$ cat src/rtl/xcvr_pkg.sv
package xcvr_pkg;
  localparam int NUM_DIRS = 2;
  localparam int DIR_AB = 0;
  localparam int DIR_BA = 1;

  // Per-direction strobes sent from control to datapath
  typedef struct packed {
    logic pass;   // storage transparent: load each edge, show live source
    logic drive;  // destination bus driven
  } dirStrobe_t;
endpackage

$ cat src/rtl/xcvr_ctrl.sv
module xcvr_ctrl
  import xcvr_pkg::*;
(
  input  logic [NUM_DIRS-1:0] ceN,
  input  logic [NUM_DIRS-1:0] leN,
  input  logic [NUM_DIRS-1:0] oeN,
  output dirStrobe_t          strobes [NUM_DIRS]
);
  for (genvar d = 0; d < NUM_DIRS; d++) begin : g_dir
    always_comb begin
      strobes[d].pass  = !ceN[d] && !leN[d];
      strobes[d].drive = !ceN[d] && !oeN[d];
    end
  end
endmodule

$ cat src/rtl/xcvr_store.sv
module xcvr_store
  import xcvr_pkg::*;
#(
  parameter int WIDTH = 8
) (
  input  logic             clk,
  input  logic             rstN,
  input  dirStrobe_t       strobe,
  input  logic [WIDTH-1:0] srcIn,
  output logic [WIDTH-1:0] dstOut,
  output logic             dstDrive
);
  logic [WIDTH-1:0] held;

  always_ff @(posedge clk or negedge rstN) begin
    if (!rstN)            held <= '0;
    else if (strobe.pass) held <= srcIn;
  end

  // Transparent: live source; otherwise the held word
  assign dstOut   = strobe.pass ? srcIn : held;
  assign dstDrive = strobe.drive;
endmodule

$ cat src/rtl/latched_xcvr.sv
module latched_xcvr
  import xcvr_pkg::*;
#(
  parameter int WIDTH = 8
) (
  input  logic             clk,
  input  logic             rstN,
  input  logic [WIDTH-1:0] aIn,
  input  logic [WIDTH-1:0] bIn,
  input  logic             ceAbN,
  input  logic             leAbN,
  input  logic             oeAbN,
  input  logic             ceBaN,
  input  logic             leBaN,
  input  logic             oeBaN,
  output logic [WIDTH-1:0] aOut,
  output logic             aDrive,
  output logic [WIDTH-1:0] bOut,
  output logic             bDrive,
  output logic             contention
);
  dirStrobe_t strobes [NUM_DIRS];

  logic [NUM_DIRS-1:0] ceVec, leVec, oeVec;
  logic [WIDTH-1:0]    srcVec [NUM_DIRS];
  logic [WIDTH-1:0]    dstVec [NUM_DIRS];
  logic [NUM_DIRS-1:0] drvVec;

  assign ceVec = {ceBaN, ceAbN};
  assign leVec = {leBaN, leAbN};
  assign oeVec = {oeBaN, oeAbN};
  assign srcVec[DIR_AB] = aIn;
  assign srcVec[DIR_BA] = bIn;

  xcvr_ctrl u_ctrl (
    .ceN     (ceVec),
    .leN     (leVec),
    .oeN     (oeVec),
    .strobes (strobes)
  );

  for (genvar d = 0; d < NUM_DIRS; d++) begin : g_path
    xcvr_store #(.WIDTH(WIDTH)) u_store (
      .clk      (clk),
      .rstN     (rstN),
      .strobe   (strobes[d]),
      .srcIn    (srcVec[d]),
      .dstOut   (dstVec[d]),
      .dstDrive (drvVec[d])
    );
  end

  assign bOut       = dstVec[DIR_AB];
  assign bDrive     = drvVec[DIR_AB];
  assign aOut       = dstVec[DIR_BA];
  assign aDrive     = drvVec[DIR_BA];
  assign contention = &drvVec;
endmodule

$ cat config.mk
export PLATFORM = sky130hd
export DESIGN_NAME = latched_xcvr
export DESIGN_NICKNAME = d
export VERILOG_FILES = /design/src/rtl/xcvr_pkg.sv /design/src/rtl/xcvr_ctrl.sv /design/src/rtl/xcvr_store.sv /design/src/rtl/latched_xcvr.sv
export SDC_FILE = /design/constraint.sdc
export NUM_CORES = 1
export LEC_CHECK = 0
export CAP_MARGIN = 10
export CORE_MARGIN = 5
export CORE_UTILIZATION = 33
export CTS_BUF_LIST = sky130_fd_sc_hd__clkbuf_16
export CTS_CLUSTER_SIZE = 20
export DETAILED_ROUTE_END_ITERATION = 7
export GPL_TIMING_DRIVEN = 0
export PLACE_DENSITY = 0.73
export SLEW_MARGIN = 10
export SYNTH_ARGS = -nofsm -noshare
export SYNTH_HDL_FRONTEND = slang
export SYNTH_SLANG_ARGS = --single-unit
$ cat constraint.sdc
create_clock -name clk -period 1.3 [get_ports clk]
set_input_delay 0.325 -clock clk [delete_from_list [all_inputs] [get_ports clk]]
set_output_delay 0.325 -clock clk [all_outputs]
set_load 0.03 [all_outputs]
Word level (Yosys, flattened, before mapping)
Index checks and enable logic that the tools add are counted.
{"block": "word_totals", "register_bits": 16, "in_bits": 24}
{"block": "op_classes", "muxes": 2, "n_reduce_logical": 11}
{"cell": "8-bit two-way mux", "count": 2}
{"cell": "1-bit zero test", "count": 6}
{"cell": "1-bit logical AND", "count": 4}
{"cell": "2-bit AND reduction", "count": 1}

Logic depth before layout (Yosys ltp)
{"block": "logic_depth", "word_depth": 3, "mapped_depth": 2, "mapped_depth_nobuf": 2}

Hierarchy
Synthesis repeated with hierarchy kept, for this count alone.
{"block": "hier_totals", "cells_unflattened": 41, "area_unflattened_um2": 699.4}
{"module": "xcvr_store", "n_inst": 2, "cells_per_inst": 18, "area_each_um2": 339.1}
{"module": "xcvr_ctrl", "n_inst": 1, "cells_per_inst": 4, "area_each_um2": 15.0}
{"module": "latched_xcvr", "n_inst": 1, "cells_per_inst": 1, "area_each_um2": 6.3}

Worst setup path after synthesis
OpenSTA, ideal clock, no wires.
{"block": "synth_path", "path_type": "input to output", "from": "input port ceAbN", "to": "output port contention", "arrival_ps": 1323, "required_time_ps": 975, "setup_slack_ps": -348, "cell_stages": 1, "path_buffers": 0, "path_cell_list": "nor4_1"}
{"block": "synth_between", "elab_chain_cells": 3}
{"item": "from (decl)", "line_no": "latched_xcvr.sv:10", "source": "input logic ceAbN,"}
{"item": "1-bit zero test", "line_no": "xcvr_ctrl.sv:12", "source": "strobes[d].drive = !ceN[d] && !oeN[d];"}
{"item": "1-bit logical AND", "line_no": "xcvr_ctrl.sv:12"}
{"item": "2-bit AND reduction", "line_no": "latched_xcvr.sv:57", "source": "assign contention = &drvVec;"}
{"item": "to (decl)", "line_no": "latched_xcvr.sv:20", "source": "output logic contention"}
No other way between the ends.

Worst setup path in the final report
{"block": "layout_path", "from": "input port leAbN", "to": "output port bOut[5]"}
{"block": "layout_between", "elab_chain_cells": 3}
{"item": "from (decl)", "line_no": "latched_xcvr.sv:11", "source": "input logic leAbN,"}
{"item": "1-bit zero test", "line_no": "xcvr_ctrl.sv:11", "source": "strobes[d].pass = !ceN[d] && !leN[d];"}
{"item": "1-bit logical AND", "line_no": "xcvr_ctrl.sv:11"}
{"item": "8-bit two-way mux"}
{"item": "to (decl)", "line_no": "latched_xcvr.sv:18", "source": "output logic [WIDTH-1:0] bOut,"}
No other way between the ends.

==> impl_metrics.prom <==
# TYPE chip_impl_metric gauge
chip_impl_info{name="path_category_of_the_worst_min_delay_check",value="input pin to register"} 1
chip_impl_metric{name="h_tree_levels",unit=""} 1
chip_impl_info{name="worstPathCellList",value="buf_6 > nor2_4 > buf_12 > mux2_4 > buf_6"} 1
chip_impl_metric{name="post_synth_fa_ha_maj_area_fraction",unit="%"} 0
chip_impl_metric{name="routed_wirelength",unit="um"} 1800
chip_impl_metric{name="p_switching",unit="W"} 0.000507
chip_impl_metric{name="slowest_delay",unit="ns"} 0.31
chip_impl_metric{name="fin_skew",unit="ns"} 0
chip_impl_metric{name="setup-violations-final",unit=""} 16
chip_impl_metric{name="first_global_vias",unit=""} 599
chip_impl_metric{name="comb_power_share",unit="%"} 34.5
chip_impl_metric{name="yosys.area_share.simple",unit="%"} 5.88
chip_impl_metric{name="netlist_instances",unit=""} 37
chip_impl_metric{name="synth_xor_area_share",unit="%"} 0
chip_impl_metric{name="initial_utilization",unit="%"} 35.3
chip_impl_metric{name="synthDistinctLibCells",unit=""} 5
chip_impl_metric{name="detailroute.via_count",unit=""} 515
chip_impl_info{name="largest_registers",value="g_path.u_store.held (16)"} 1
chip_impl_metric{name="globalRouteTotalUtil",unit="%"} 15.4
chip_impl_metric{name="via_per_inst",unit=""} 4.56
chip_impl_metric{name="ys_seq_elements",unit=""} 16
chip_impl_metric{name="synth-warning-count",unit=""} 0
chip_impl_metric{name="antenna_found_initial",unit=""} 0
chip_impl_metric{name="fp.dieH",unit="um"} 53.2
chip_impl_metric{name="syn-cell-area",unit="um2"} 617
chip_impl_metric{name="cts_made_buffers",unit=""} 3
chip_impl_info{name="worstSetupPathType",value="input pin to output pin"} 1
chip_impl_metric{name="synth.net_count",unit=""} 61
chip_impl_metric{name="drv.max_cap_violation_count",unit=""} 0
chip_impl_metric{name="power_frac_seq",unit="%"} 32.6
chip_impl_metric{name="muxShareOfSynthArea",unit="%"} 29.2
chip_impl_metric{name="final_layout_size_suffix_gt1_share",unit="%"} 58.0
chip_impl_metric{name="timing.critical_path.fanout_max",unit=""} 5
chip_impl_metric{name="finalCriticalPeriod",unit="ns"} 1.51
chip_impl_metric{name="cts.reportedPaths.clkPinSlew",unit="ns"} 0.05
chip_impl_metric{name="postLayoutCoreUtil",unit="%"} 74.4
chip_impl_metric{name="static-leakage-power",unit="nW"} 0.609
chip_impl_info{name="cp_slowest_cell",value="sky130_fd_sc_hd__mux2_4"} 1
chip_impl_metric{name="p_total",unit="W"} 0.00182
chip_impl_info{name="synth_top_family_by_area",value="multiplexers"} 1
chip_impl_metric{name="finalNetCount",unit=""} 113
chip_impl_metric{name="core_outline_area",unit="mm2"} 0.00175
chip_impl_info{name="violations_in_the_final_reports",value="negative setup slack"} 1
chip_impl_metric{name="timing.critical_path.required",unit="ns"} 0.98
chip_impl_info{name="regMostFlops",value="g_path.u_store.held"} 1
chip_impl_info{name="timing.critical_path.from_type",value="input pin"} 1
chip_impl_metric{name="dieArea",unit="mm2"} 0.00283
chip_impl_info{name="timing.critical_path.mode_cell",value="sky130_fd_sc_hd__buf_6"} 1
chip_impl_metric{name="compound_cell_area_share_of_the_yosys_netlist",unit="%"} 0
chip_impl_metric{name="timing.slew.headroom",unit="%"} 52.8
chip_impl_metric{name="final_clock_period_utilization_by_the_worst_path",unit="%"} 116
chip_impl_metric{name="grt_first_pass_wirelength",unit="um"} 2950
chip_impl_metric{name="vdd_ir_drop_max",unit="uV"} 1360
chip_impl_metric{name="rows",unit=""} 15
chip_impl_info{name="rsz0062_at_grt",value="true"} 1
chip_impl_metric{name="cts.sink_count",unit=""} 16
chip_impl_metric{name="maximum_number_of_pins_on_one_net_before_global_route_repair",unit=""} 17
chip_impl_metric{name="grt_overflow",unit=""} 0
chip_impl_metric{name="holdBufCountCts",unit=""} 0
chip_impl_metric{name="area.growth.synth_to_final",unit="%"} 111
chip_impl_metric{name="port_buffers",unit=""} 42
chip_impl_metric{name="drt_pass1_iterations",unit=""} 2
chip_impl_metric{name="fin_ws",unit="ns"} -0.210
chip_impl_metric{name="number_of_buffer_and_inverter_instances_along_the_worst_setup_path",unit=""} 3
chip_impl_metric{name="gp_congestion",unit=""} 0.682
chip_impl_metric{name="seq_area_frac_synth",unit="%"} 64.9
chip_impl_info{name="crit_path_leading_delay_family",value="buffers and inverters"} 1
chip_impl_metric{name="report.final.slew_viol_count",unit=""} 0
chip_impl_metric{name="tns",unit="ns"} -2.92
chip_impl_metric{name="power.share.switching",unit="%"} 27.9
chip_impl_metric{name="clockBufferDepth",unit=""} 2
chip_impl_metric{name="wire_per_inst",unit="um"} 15.9
chip_impl_metric{name="largest_register_ffs",unit=""} 16
chip_impl_metric{name="route.detailed.drc",unit=""} 0
chip_impl_metric{name="tightest_slew",unit="ns"} 0.705
chip_impl_metric{name="ant_nets",unit=""} 0
chip_impl_metric{name="antennaDiodeCount",unit=""} 0
chip_impl_metric{name="drtIter0Drc",unit=""} 4
chip_impl_metric{name="worst_skew_late_latency",unit="ns"} 0.25
chip_impl_metric{name="powerDensity",unit="mW/mm2"} 1400
chip_impl_metric{name="power.clock.fraction",unit="%"} 32.8
chip_impl_info{name="layout.cells.most_common_list",value="23 x sky130_fd_sc_hd__buf_6, 16 x sky130_fd_sc_hd__mux2_4, 16 x sky130_fd_sc_hd__dfrtp_1, 14 x sky130_fd_sc_hd__clkdlybuf4s50_1, 4 x sky130_fd_sc_hd__dlygate4sd2_1"} 1
chip_impl_metric{name="max_clock_freq",unit="MHz"} 662
chip_impl_info{name="tritoncts_clock_tree",value="yes"} 1
chip_impl_info{name="cts_root_buffer",value="sky130_fd_sc_hd__clkbuf_16"} 1
chip_impl_metric{name="critical_path_arrival",unit="ns"} 1.18
chip_impl_metric{name="io-pin-count",unit=""} 43
chip_impl_metric{name="syn_area_per_cell",unit="um2"} 16.7
chip_impl_info{name="run_status",value="complete, but fails checks"} 1
chip_impl_info{name="layout.cells.most_common",value="sky130_fd_sc_hd__buf_6"} 1
chip_impl_metric{name="hold_viol_final",unit=""} 0
chip_impl_metric{name="die_width",unit="um"} 53.2
chip_impl_info{name="critical_path.endpoint_type",value="output pin"} 1
chip_impl_metric{name="p_int",unit="W"} 0.00131
-- kinds of logic (layout without fill, tap and decap cells) --
| family | count (synthesis) | count (layout) |
|---|---|---|
| buffers and inverters | 0 | 51 |
| flip-flops | 16 | 16 |
| multiplexers | 16 | 16 |
| AND/OR/NAND/NOR | 5 | 5 |
-- what timing repair did --
action / CTS / global route
endpoints found under the setup margin: 35 / 17
gates resized for setup: 175 / 1
gates cloned: 0 / 0
pin swaps: 2 / 0
setup buffers: 5 / 0
-- cells in the mapped netlist --
cell,number,area [um2]
sky130_fd_sc_hd__nor2_1,2,7.51
sky130_fd_sc_hd__dfrtp_1,16,400
sky130_fd_sc_hd__nor4_1,1,6.26
sky130_fd_sc_hd__nor2_4,2,22.5
sky130_fd_sc_hd__mux2_2,16,180
-- through the flow --
step                      setup WS (ns)  std cells  hold slack (ns)  cell area (um2)
final                            -0.210        113            0.433             1300
after global routing             -0.234        113            0.442             1300
after CTS                        -0.198        113            0.430             1300
after detailed placement          -1.15        104            0.484             1080
after global placement            -1.14        104            0.479             1080
after floorplan                  0.0290         37           0.0294              632
-- area by class of cell --
class | count | area (um2)
Tap cell | 25 | 31.3
Timing Repair Buffer | 47 | 497
Clock buffer | 3 | 75.1
Clock inverter | 1 | 3.75
Sequential cell | 16 | 400
Fill cell | 125 | 447
Multi-Input combinational cell | 21 | 292
-- routing by layer --
metal	GRT usage, %	vias up	wire length, um
met5	0	-	0
met4	10.2	0	51
met3	5.07	4	175
met2	25.3	24	922
met1	16.6	254	654
li1	-	233	-
-- power by group through the flow --
| stage | combinational [W] | sequential, W | clock (W) |
|---|---|---|---|
| final | 0.000628 | 0.000593 | 0.000597 |
| after global routing | 0.000659 | 0.000603 | 0.000635 |
| after CTS | 0.000633 | 0.000592 | 0.000601 |
| after detailed placement | 0.000524 | 0.000596 | 0 |
| after global placement | 0.000520 | 0.000593 | 0 |
| after floorplan | 0.000276 | 0.000591 | 0 |
-- worst register-to-register path: cells and delay by family (launching register included) --
kind                   cells  cell delay [ns]
muxes                      1             0.28
buffers and inverters      1             0.14
DFF                        1             0.38
-- worst paths after layout --
check                                                    start                                   to  slack [ns]  cells after the start
setup / recovery                                         leAbN                              bOut[5]       -0.21                      5
hold / removal                                           leBaN  g_path[1].u_store.held[4]$_DFF_PN0_        0.43                      3
setup reg to reg           g_path[0].u_store.held[6]$_DFF_PN0_  g_path[0].u_store.held[6]$_DFF_PN0_        0.39                      2
hold reg to reg            g_path[0].u_store.held[1]$_DFF_PN0_  g_path[0].u_store.held[1]$_DFF_PN0_        0.50                      1
max in group asynchronous                                 rstN  g_path[1].u_store.held[6]$_DFF_PN0_        0.35                      1
min in group asynchronous                                 rstN  g_path[0].u_store.held[6]$_DFF_PN0_        0.50                      1
Power figures use the tool's default switching activity.
